===== config.mk =====
export PLATFORM = sky130hd
export DESIGN_NAME = sanitize_seq
export DESIGN_NICKNAME = d
export VERILOG_FILES = /design/src/rtl/sanitize_seq.sv
export SDC_FILE = /design/constraint.sdc
export NUM_CORES = 1
export LEC_CHECK = 0
export ABC_AREA = 1
export BUFFER_PORTS_ARGS = -buffer_cell sky130_fd_sc_hd__buf_2
export CAP_MARGIN = 20
export CORE_AREA = 2 2 88 90
export CTS_BUF_LIST = sky130_fd_sc_hd__clkbuf_4 sky130_fd_sc_hd__clkbuf_8
export DETAILED_ROUTE_END_ITERATION = 10
export DIE_AREA = 0 0 90 92
export PLACE_DENSITY = 0.54
export RECOVER_POWER = 50
export SLEW_MARGIN = 0
export SYNTH_ARGS = -nofsm -noshare
export SYNTH_HDL_FRONTEND = slang
export SYNTH_SLANG_ARGS = --single-unit

===== constraint.sdc =====
create_clock -name clk -period 3.5 [get_ports clk]
set_input_delay 1.05 -clock clk [delete_from_list [all_inputs] [get_ports clk]]
set_output_delay 1.05 -clock clk [all_outputs]
set_load 0.05 [all_outputs]

===== src/rtl/sanitize_seq.sv =====
module sanitize_seq #(
  parameter int BLK_W = 4,
  parameter int CNT_W = 4
) (
  input  logic             clk,
  input  logic             rst_n,
  input  logic             start,
  input  logic             cfg_en,
  input  logic             preset_en,
  input  logic [1:0]       op0,
  input  logic [1:0]       op1,
  input  logic [1:0]       op2,
  input  logic [7:0]       fill_a,
  input  logic [7:0]       fill_b,
  input  logic [CNT_W-1:0] rpt_cnt,
  input  logic [BLK_W-1:0] blk_count,
  output logic             req_valid,
  input  logic             req_ready,
  output logic             req_is_prog,
  output logic [BLK_W-1:0] req_blk,
  output logic [7:0]       req_data,
  output logic             busy,
  output logic             done,
  output logic             locked,
  output logic             refused
);

  localparam logic [1:0] OP_NONE = 2'd0;
  localparam logic [1:0] OP_ER   = 2'd1;
  localparam logic [1:0] OP_FA   = 2'd2;
  localparam logic [1:0] OP_FB   = 2'd3;

  typedef enum logic [1:0] {S_IDLE, S_ERASE, S_PROG, S_LOCK} state_t;

  state_t           state;
  logic [7:0]       ops_q;
  logic [7:0]       pa_q, pb_q;
  logic [CNT_W-1:0] rep_q;
  logic [BLK_W-1:0] blk_q, last_q;
  logic [1:0]       step_q;
  logic             done_q, refused_q;

  logic [7:0]       load_ops, load_pa, load_pb;
  logic [CNT_W-1:0] load_rep;
  logic [1:0]       cur_op, next_op;
  logic             handshake, blk_done, last_blk, repeat_now;

  always_comb begin
    if (preset_en) begin
      load_ops = {OP_NONE, OP_ER, OP_FB, OP_FA};
      load_pa  = 8'h55;
      load_pb  = 8'hAA;
      load_rep = '0;
    end else if (cfg_en) begin
      load_ops = {OP_NONE, op2, op1, op0};
      load_pa  = fill_a;
      load_pb  = fill_b;
      load_rep = rpt_cnt;
    end else begin
      load_ops = {OP_NONE, OP_NONE, OP_NONE, OP_ER};
      load_pa  = '0;
      load_pb  = '0;
      load_rep = '0;
    end
  end

  assign cur_op     = ops_q[{step_q, 1'b0} +: 2];
  assign next_op    = ops_q[{step_q + 2'd1, 1'b0} +: 2];
  assign handshake  = req_valid && req_ready;
  assign blk_done   = handshake && (state == S_PROG || (state == S_ERASE && !cur_op[1]));
  assign last_blk   = (blk_q == last_q);
  assign repeat_now = (step_q == 2'd0) && (rep_q != '0);

  always_ff @(posedge clk or negedge rst_n) begin
    if (!rst_n) begin
      state     <= S_IDLE;
      ops_q     <= '0;
      pa_q      <= '0;
      pb_q      <= '0;
      rep_q     <= '0;
      blk_q     <= '0;
      last_q    <= '0;
      step_q    <= '0;
      done_q    <= 1'b0;
      refused_q <= 1'b0;
    end else begin
      done_q    <= 1'b0;
      refused_q <= start && (state == S_LOCK);
      case (state)
        S_IDLE: if (start) begin
          ops_q  <= load_ops;
          pa_q   <= load_pa;
          pb_q   <= load_pb;
          rep_q  <= load_rep;
          last_q <= blk_count - BLK_W'(1);
          blk_q  <= '0;
          step_q <= '0;
          if (load_ops[1:0] == OP_NONE) begin
            state  <= S_LOCK;
            done_q <= 1'b1;
          end else begin
            state <= S_ERASE;
          end
        end
        S_ERASE, S_PROG: begin
          if (blk_done) begin
            if (!last_blk) begin
              blk_q <= blk_q + BLK_W'(1);
              state <= S_ERASE;
            end else begin
              blk_q <= '0;
              if (repeat_now) begin
                rep_q <= rep_q - CNT_W'(1);
                state <= S_ERASE;
              end else if (next_op == OP_NONE) begin
                state  <= S_LOCK;
                done_q <= 1'b1;
              end else begin
                step_q <= step_q + 2'd1;
                state  <= S_ERASE;
              end
            end
          end else if (state == S_ERASE && handshake) begin
            state <= S_PROG;
          end
        end
        default: ;
      endcase
    end
  end

  assign req_valid   = (state == S_ERASE) || (state == S_PROG);
  assign req_is_prog = (state == S_PROG);
  assign req_blk     = blk_q;
  assign req_data    = !req_is_prog ? 8'h00 : (cur_op == OP_FA) ? pa_q : pb_q;
  assign busy        = req_valid;
  assign locked      = (state == S_LOCK);
  assign done        = done_q;
  assign refused     = refused_q;


  stall_hold_chk: assert property (@(posedge clk) disable iff (!rst_n)
    req_valid && !req_ready |=> req_valid && $stable(req_blk) && $stable(req_is_prog) && $stable(req_data));


  lock_sticky_chk: assert property (@(posedge clk) disable iff (!rst_n)
    locked |=> locked);


  lock_quiet_chk: assert property (@(posedge clk) disable iff (!rst_n)
    locked |-> !req_valid && !busy);


  done_pulse_chk: assert property (@(posedge clk) disable iff (!rst_n)
    done |=> !done && locked);


  prog_after_erase_chk: assert property (@(posedge clk) disable iff (!rst_n)
    req_valid && req_is_prog && !$past(req_valid && req_is_prog)
      |-> $past(req_valid && req_ready && !req_is_prog) && (req_blk == $past(req_blk)));

endmodule


# Word level (Yosys, flattened, before mapping)
# Index checks and enable logic that the tools add are counted.
[totals] word_cells=89 register_bits=42
[classes] eq_ne=12 muxes=40 n_shift=2 reduce_logical=21 add_sub_neg=4
[ops] operator="$mux 8" n=7
[ops] operator="$mux 4" n=9
[ops] operator="$mux 2" n=12
[ops] operator="$pmux 4 s2" n=2
[ops] operator="$shiftx 8x4->2" n=2
[ops] operator="$ne 2x2->1 const B" n=6
[ops] operator="$logic_not 2->1" n=4
[ops] operator="$pmux 2 s2" n=2
[ops] operator="$sub 4x1->4 const B" n=2
[ops] operator="$eq 2x2->1 const B" n=3
[ops] operator="$logic_and 1x1->1" n=6
[ops] operator="$mux 1" n=6
[ops] operator="$mux 6" n=1
[ops] operator="$reduce_and 3->1" n=2
[ops] operator="$reduce_and 6->1" n=1
[ops] operator="$reduce_and 5->1" n=1
[ops] operator="$add 4x1->4 const B" n=1
[ops] operator="$eq 4x4->1" n=1
[ops] operator="$reduce_bool 4->1" n=1
[ops] operator="$ne 3x3->1 const B" n=1
[ops] operator="$add 2x1->2 const B" n=1
[ops] operator="$eq 2x1->1 const B" n=1
[ops] operator="$logic_or 1x1->1" n=2
[ops] operator="$pmux 1 s2" n=1
[ops] operator="other kinds (4)" n=4

# Logic depth before layout (Yosys ltp)
# Gate-level depths: netlist (run 1).
[logic_depth] depth_word=8 depth_mapped=12 ltp_nobuf=11

# Worst setup path after synthesis (run 1)
# Ideal clock, no wire load.
[synth_timing] kind="register to output" from="reg state[0]" to="out req_data[0]" setup_slack_ns=0.596 path_stages_with_launch=6 t_arrival_ns=1.854 cell_sequence="dfrtp_1 > inv_1 > ha_1 > buf_6 > nand2_1 > nor2_1"
[synth_via] elab_chain_len=2
[synth_lines] element="start: declaration" line_no="35" rtl="state_t state;"
[synth_lines] element="start signal: assignment" line_no="76" rtl="state <= S_IDLE;"
[synth_lines] element="start signal: assignment" line_no="99" rtl="state <= S_LOCK;"
[synth_lines] element="start signal: assignment" line_no="102" rtl="state <= S_ERASE;"
[synth_lines] element="$eq 2x2->1" line_no="133" rtl="assign req_is_prog = (state == S_PROG);"
[synth_lines] element="named net req_is_prog" line_no="19" rtl="output logic req_is_prog,"
[synth_lines] element="$mux 8" line_no="135" rtl="assign req_data = !req_is_prog ? 8'h00 : (cur_op == OP_FA) ? pa_q : pb_q;"
[synth_lines] element="end: declaration" line_no="21" rtl="output logic [7:0] req_data,"
# The timed path passes the listed nets, and every way through them passes these cells.

# Final worst setup path (run 1)
[layout_timing] from="reg step_q[0]" to="out req_data[3]"
[layout_via] elab_chain_len=4
[layout_lines] element="start: declaration" line_no="40" rtl="logic [1:0] step_q;"
[layout_lines] element="start signal: assignment" line_no="119" rtl="step_q <= step_q + 2'd1;"
[layout_lines] element="$shiftx 8x4->2" line_no="67" rtl="assign cur_op = ops_q[{step_q, 1'b0} +: 2];"
[layout_lines] element="$eq 2x2->1" line_no="135"
[layout_lines] element="$mux 8 (2 in series)" line_no="135"
# Every way passes these cells.

==> results of run 1 <==
==> report_power, final <==
group | total [mW] | internal (mW) | switching (mW)
sequential | 0.801 | 0.650 | 0.151
clock | 0.399 | 0.215 | 0.184
combinational | 1.87 | 0.554 | 1.32
total | 3.07 | 1.42 | 1.65
==> stage by stage <==
| step | cells | util [%] | cell area (um2) | hold WS [ps] | worst slack, ps |
|---|---|---|---|---|---|
| 5_1_grt | 470 | 39.6 | 2950 | 520 | 251 |
| 4_1_cts | 470 | 39.8 | 2960 | 490 | 375 |
| 6_report | 470 | 39.6 | 2950 | 486 | 382 |
| 2_1_floorplan | 317 | - | 2530 | 450 | 596 |
| 3_5_place_dp | 462 | 38.2 | 2850 | 468 | 718 |
| 3_3_place_gp | 462 | 38.2 | 2850 | 468 | 775 |
==> cells in the final DEF, fill, tap and decap left out, drive strengths merged <==
cell | Yosys | final
nand2 | 88 | 88
buf | 6 | 51
dfrtp | 40 | 40
inv | 40 | 40
nor2 | 30 | 30
a21oi | 30 | 30
nand3 | 29 | 29
o21ai | 22 | 22
clkbuf | 7 | 10
ha | 8 | 8
nand4 | 6 | 6
xnor2 | 3 | 3
nor3 | 2 | 2
xor2 | 2 | 2
clkinv | 0 | 2
a32oi | 1 | 1
o22ai | 1 | 1
nand3b | 1 | 1
or2 | 1 | 1
bufinv | 0 | 1
==> metal layers <==
layer	track usage, %	routed length, um
met4	5.51	92
met1	21.5	2910
met5	0	0
met2	23.4	2680
met3	4.27	398
==> critical path: cells and delay by family (launching register included) <==
kind            cells  cell delay (ps)
compound gates      2              600
buf+inv             2              420
flops               1              520
simple gates        2              230
==> cell families after synthesis <==
family | share of synthesized area, %
AO/OA/AOI/OAI | 14.2
XOR/XNOR | 1.73
adder cells (fa/ha/maj) | 3.96
buffers and inverters | 10.1
flip-flops | 39.6
AND/OR/NAND/NOR | 30.5
==> state kept, by name, indices dropped and copies added, names as in the netlist <==
| signal | flops |
|---|---|
| pb_q | 8 |
| last_q | 4 |
| done | 1 |
| pa_q | 8 |
| rep_q | 4 |
| req_blk | 4 |
| ops_q | 6 |
| state | 2 |
| refused | 1 |
| step_q | 2 |
==> path summary, 6_finish.rpt <==
kind / to / start / slack, ps / cells past startpoint
max in group asynchronous: rep_q[1] / rst_n / 810 / 1
worst max-delay path: req_data[3] / step_q[0] / 380 / 6
worst min register to register: pb_q[6] / pb_q[6] / 490 / 2
worst min-delay path: pb_q[6] / pb_q[6] / 490 / 2
worst max register to register: state[0] / state[0] / 1200 / 7
min in group asynchronous: pb_q[7] / rst_n / 1400 / 1
==> area by class of cell <==
type | count | area (um2) | area share [%]
Sequential cell | 40 | 1000 | 33.9
Inverter | 40 | 158 | 5.34
Clock buffer | 5 | 68.8 | 2.33
Clock inverter | 3 | 47.5 | 1.61
Timing Repair Buffer | 56 | 277 | 9.37
Tap cell | 102 | 128 | 4.32
Multi-Input combinational cell | 224 | 1270 | 43.1
==> impl_metrics.csv, run 1 <==
group,metric,value,unit
run_status,status,"finished with violations",
run_status,violations,"max-capacitance violations, max-slew violations",
worst_setup_path,crit_slowest_cell,"dfrtp_1",
clock_network,root_buffer,"clkbuf_8",
timing,period_share,89.1,%
detailed_routing,vias,2173,
yosys,netlist.area_leader.share,39.6,%
worst_setup_path,cpPeakStageDelay,520,ps
timing,rsz0062_at_grt,"false",
die,initial_core_util,34.0,%
timing,min_period,3120,ps
yosys,ys_seq_elements,40,
clock_network,path_clk_slew,90,ps
die,die_y,92,um
placed_design,gp_congestion,0.780,
cells_and_area,diodes,0,
worst_setup_path,cp-end-kind,"output port",
detailed_routing,wl_per_cell,13.0,um
cells_and_area,fill_cells,811,
clock_network,cts_setup_buffers,0,
die,rows,32,
detailed_routing,drt_iter0_drc,60,
timing,setup_viol_count_final,0,
power_and_ir_drop,peakVddDrop,822,uV
worst_setup_path,cp.arrival,2070,ps
detailed_routing,postRouteAntennaNets,0,
worst_setup_path,required,2450,ps
timing,clock_skew,12.5,ps
yosys,syn-cell-area,2530,um2
worst_setup_path,crit_fanout,16,
placed_design,hpwl,4360,um
timing,worstMarginPinSlew,2250,ps
timing,max_slew_margin,-49.9,%
clock_network,clockBufferDepth,2,
clock_network,cts_buffers,5,
yosys,ys_types,36,
cells_and_area,drive_above_1_share,25.8,%
die,die_area,8280,um2
yosys,yosys-top-cells-area,"dfrtp_1 (40%), nand2_1 (12%), inv_1 (5.6%)",
yosys,synth_edf_count,0,
die,coreArea,7450,um2
clock_network,ctsResizeCount,0,
global_route,antenna_found_initial,0,
timing,setup_tns,0,ps
timing,hold_violations,0,
timing,report.final.slew_viol_count,41,
yosys,ys_seq_area_share,39.6,%
yosys,synth.top_cells.by_count,"nand2_1 (79), dfrtp_1 (40), inv_1 (38)",
detailed_routing,first_pass_iters,4,
die,ios,54,
global_route,grt_pass1_vias,2068,
cells_and_area,final_net_count,411,
clock_network,cts_tree,"built",
clock_network,clock_sinks,40,
timing,fmax,321,MHz
yosys,synth_top_flop_cell,"dfrtp_1",
global_route,grt_start_max_net_pins,41,
clock_network,h-tree-depth,2,
yosys,synth.most_common_cell,"nand2_1",
detailed_routing,wirelength,6090,um
yosys,ys.warnings.count,0,
clock_network,cts_hold_buf,0,
yosys,synth_nets,361,
power_and_ir_drop,p_per_area,1040,nW/um2
yosys,synthCells,317,
yosys,async_flop_share,100,%
clock_network,clk_latency,300,ps
flow_run,cap_violations,1,
global_route,gr-total-overflow,0,
yosys,yosysTopAreaCell,"dfrtp_1",
power_and_ir_drop,p_leak,1.50,nW
power_and_ir_drop,p_total,3.07,mW
worst_setup_path,cp_cell_sequence,"inv_8 > nand2_2 > a32oi_4 > a21oi_2 > nor2_1 > buf_2",
cells_and_area,syn_to_final_growth,16.7,%
placed_design,io_buffers,53,
hold_path,hold_path.class,"reg2reg",
detailed_routing,drc,0,
worst_setup_path,crit_type,"reg2out",
detailed_routing,vias_per_cell,4.62,
global_route,grt_pass1_wl,10200,um
global_route,grt_use_total,15.5,%
die,die_x,90,um
worst_setup_path,critPathLaunchType,"flop",
yosys,avgSynthCellArea,7.98,um2
No activity file was read; power rests on OpenSTA's default activity.
==> inputs of run 2 (changes only) <==
Settings changed: CORE_AREA 2 2 88 90 to 2 2 78 80, DIE_AREA 0 0 90 92 to 0 0 80 82, PLACE_DENSITY 0.54 to 0.66.
==> run 2 against run 1 <==
Via count is 0.97% lower; worst hold slack better by 10 ps; die area is 21% lower; combinational power is 2% lower; register-to-register slack worse by 110 ps; final area is 1.7% lower; critical path depth stayed put; total power is 1.8% lower; critical path type unchanged; clock-buffer cell count stayed put; the run still ends with max-capacitance violations, max-slew violations left; setup slack better by 24 ps; largest cell class unchanged.
==> impl_metrics.csv, run 2 (synthesis gave the netlist of run 1 again) <==
group,metric,value,unit
hold_path,worstHoldEndpoint,"pb_q[6]",
worst_setup_path,cp.arrival,2040,ps
detailed_routing,wirelength,5570,um
power_and_ir_drop,internal-power,1.41,mW
worst_setup_path,crit_slowest_cell,"dfrtp_1",
power_and_ir_drop,power.share.combinational,60.7,%
timing,max_slew_margin,-45.2,%
global_route,antenna_found_initial,0,
power_and_ir_drop,clkPwrFrac,12.7,%
detailed_routing,vias,2152,
worst_setup_path,cp_cell_sequence,"inv_8 > nand2_2 > a32oi_4 > a21oi_1 > nor2_1 > buf_2",
clock_network,h-tree-depth,2,
worst_setup_path,cp.depth,6,
detailed_routing,vias_per_cell,4.87,
global_route,grt_pass1_wl,9290,um
worst_setup_path,reg2reg_from,"state[1]",
run_status,violations,"max-capacitance violations, max-slew violations",
worst_setup_path,crit_buf_inv,2,
die,ios,54,
cells_and_area,largestRegisters,"pa_q x8, pb_q x8, ops_q x6",
timing,clock_skew,6.24,ps
cells_and_area,syn_to_final_growth,14.7,%
cells_and_area,drive_above_1_share,25.3,%
placed_design,io_buffers,53,
die,die_area,6560,um2
global_route,grt_start_max_net_pins,41,
run_status,status,"finished with violations",
worst_setup_path,r2r_cells,7,
placed_design,gp_congestion,0.840,
power_and_ir_drop,p_per_area,1040,nW/um2
die,initial_core_util,44.0,%
detailed_routing,postRouteAntennaNets,0,
timing,fmax,323,MHz
clock_network,cts_tree,"built",
worst_setup_path,required,2450,ps
timing,setup_tns,0,ps
worst_setup_path,cp-startpoint,"step_q[0]",
power_and_ir_drop,p_sw_share,53.2,%
hold_path,hold_path.class,"reg2reg",
power_and_ir_drop,peakVddDrop,842,uV
placed_design,hpwl,4050,um
clock_network,ctsResizeCount,0,
hold_path,hold_depth,2,
cells_and_area,final_net_count,410,
timing,min_period,3090,ps
worst_setup_path,crit_type,"reg2out",
cells_and_area,final_cell_mix,"nand2_1 (79), buf_2 (49), dfrtp_1 (40)",
cells_and_area,finalNonFillerCells,442,
die,die_y,82,um
worst_setup_path,critPathLaunchType,"flop",
worst_setup_path,crit_fanout,16,
die,rows,28,
clock_network,cts_buffers,5,
detailed_routing,wl_per_cell,12.6,um
timing,rsz0062_at_grt,"false",
timing,period_share,88.4,%
clock_network,root_buffer,"clkbuf_8",
global_route,gr-total-overflow,0,
timing,timing.hold.ws,496,ps
global_route,grt_pass1_vias,1975,
flow_run,cap_violations,1,
die,die_x,80,um
clock_network,clk_latency,300,ps
hold_path,min-delay-start,"pb_q[6]",
timing,setup_viol_count_final,0,
timing,worstMarginPinSlew,2180,ps
die,coreArea,5750,um2
worst_setup_path,cp-end-kind,"output port",
timing,hold_violations,0,
global_route,grt_use_total,18.3,%
worst_setup_path,critical_path.top_delay_family,"compound AO/OA/AOI/OAI gates",
timing,report.final.slew_viol_count,41,
power_and_ir_drop,seq_power_share,26.7,%
clock_network,clockBufferDepth,2,
clock_network,cts_setup_buffers,0,
cells_and_area,diodes,0,
cells_and_area,final_common_cell,"nand2_1",
detailed_routing,drt_iter0_drc,94,
clock_network,path_clk_slew,80,ps
power_and_ir_drop,p_sw,1.60,mW
detailed_routing,first_pass_iters,4,
power_and_ir_drop,p_leak,1.49,nW
worst_setup_path,cpPeakStageDelay,520,ps
worst_setup_path,ff2ff_setup_slack,1090,ps
placed_design,place_inst,434,
clock_network,clock_sinks,40,
clock_network,cts_hold_buf,0,
detailed_routing,drc,0,
worst_setup_path,rr_endpoint,"done",
## run 2: cell types whose count changed in the layout (fill, tap and decap cells not counted)
cell        delta
clkinvlp_4     +1
nor2_4         -1
nor2_1         +1
clkinv_4       -2
clkinv_2       +1
buf_2          -1
## run 2: layout make-up
| cell class | instances | area, um2 |
|---|---|---|
| Clock inverter | 3 | 42.5 |
| Multi-Input combinational cell | 224 | 1260 |
| Timing Repair Buffer | 55 | 272 |
| Fill cell | 618 | 2850 |
| Tap cell | 75 | 93.8 |
| Clock buffer | 5 | 68.8 |
| Sequential cell | 40 | 1000 |
| Inverter | 40 | 158 |
## run 2: worst register-to-register path: cells and delay by family, from the launching register on
| kind | cells | cell delay (ps) |
|---|---|---|
| buf+inv | 3 | 1050 |
| flops | 1 | 420 |
| compound gates | 1 | 110 |
| simple gates | 2 | 470 |
| fa+ha+maj | 1 | 220 |
## run 2: worst max path at each step
| stage | to | slack (ps) |
|---|---|---|
| after floorplan | req_data[0] | 600 |
| final | req_data[6] | 410 |
| after global routing | req_data[6] | 260 |
| after global placement | req_data[6] | 790 |
| after CTS | req_data[6] | 400 |
| after detailed placement | req_data[6] | 730 |
## run 2: per-stage QoR
stage	util (%)	area (um2)	setup slack (ps)	power [mW]
after floorplan	-	2530	596	2.42
after global placement	48.8	2810	786	2.64
after detailed placement	48.8	2810	735	2.67
after CTS	50.8	2920	397	3.06
after global routing	50.5	2900	257	3.29
final	50.5	2900	407	3.01
## run 2: power groups by stage
stage | Clock, mW | Combinational [mW] | Sequential (mW)
after detailed placement | 0 | 1.86 | 0.811
after global routing | 0.414 | 2.04 | 0.832
after CTS | 0.395 | 1.86 | 0.804
after global placement | 0 | 1.83 | 0.804
final | 0.382 | 1.83 | 0.804
after floorplan | 0 | 1.60 | 0.819
## run 2: layer usage
layer / track usage (%) / share of wire, %
met1: 25.6 / 51
met2: 28.3 / 42
met3: 4.51 / 5.8
met4: 4.92 / 1.0
met5: 0 / 0
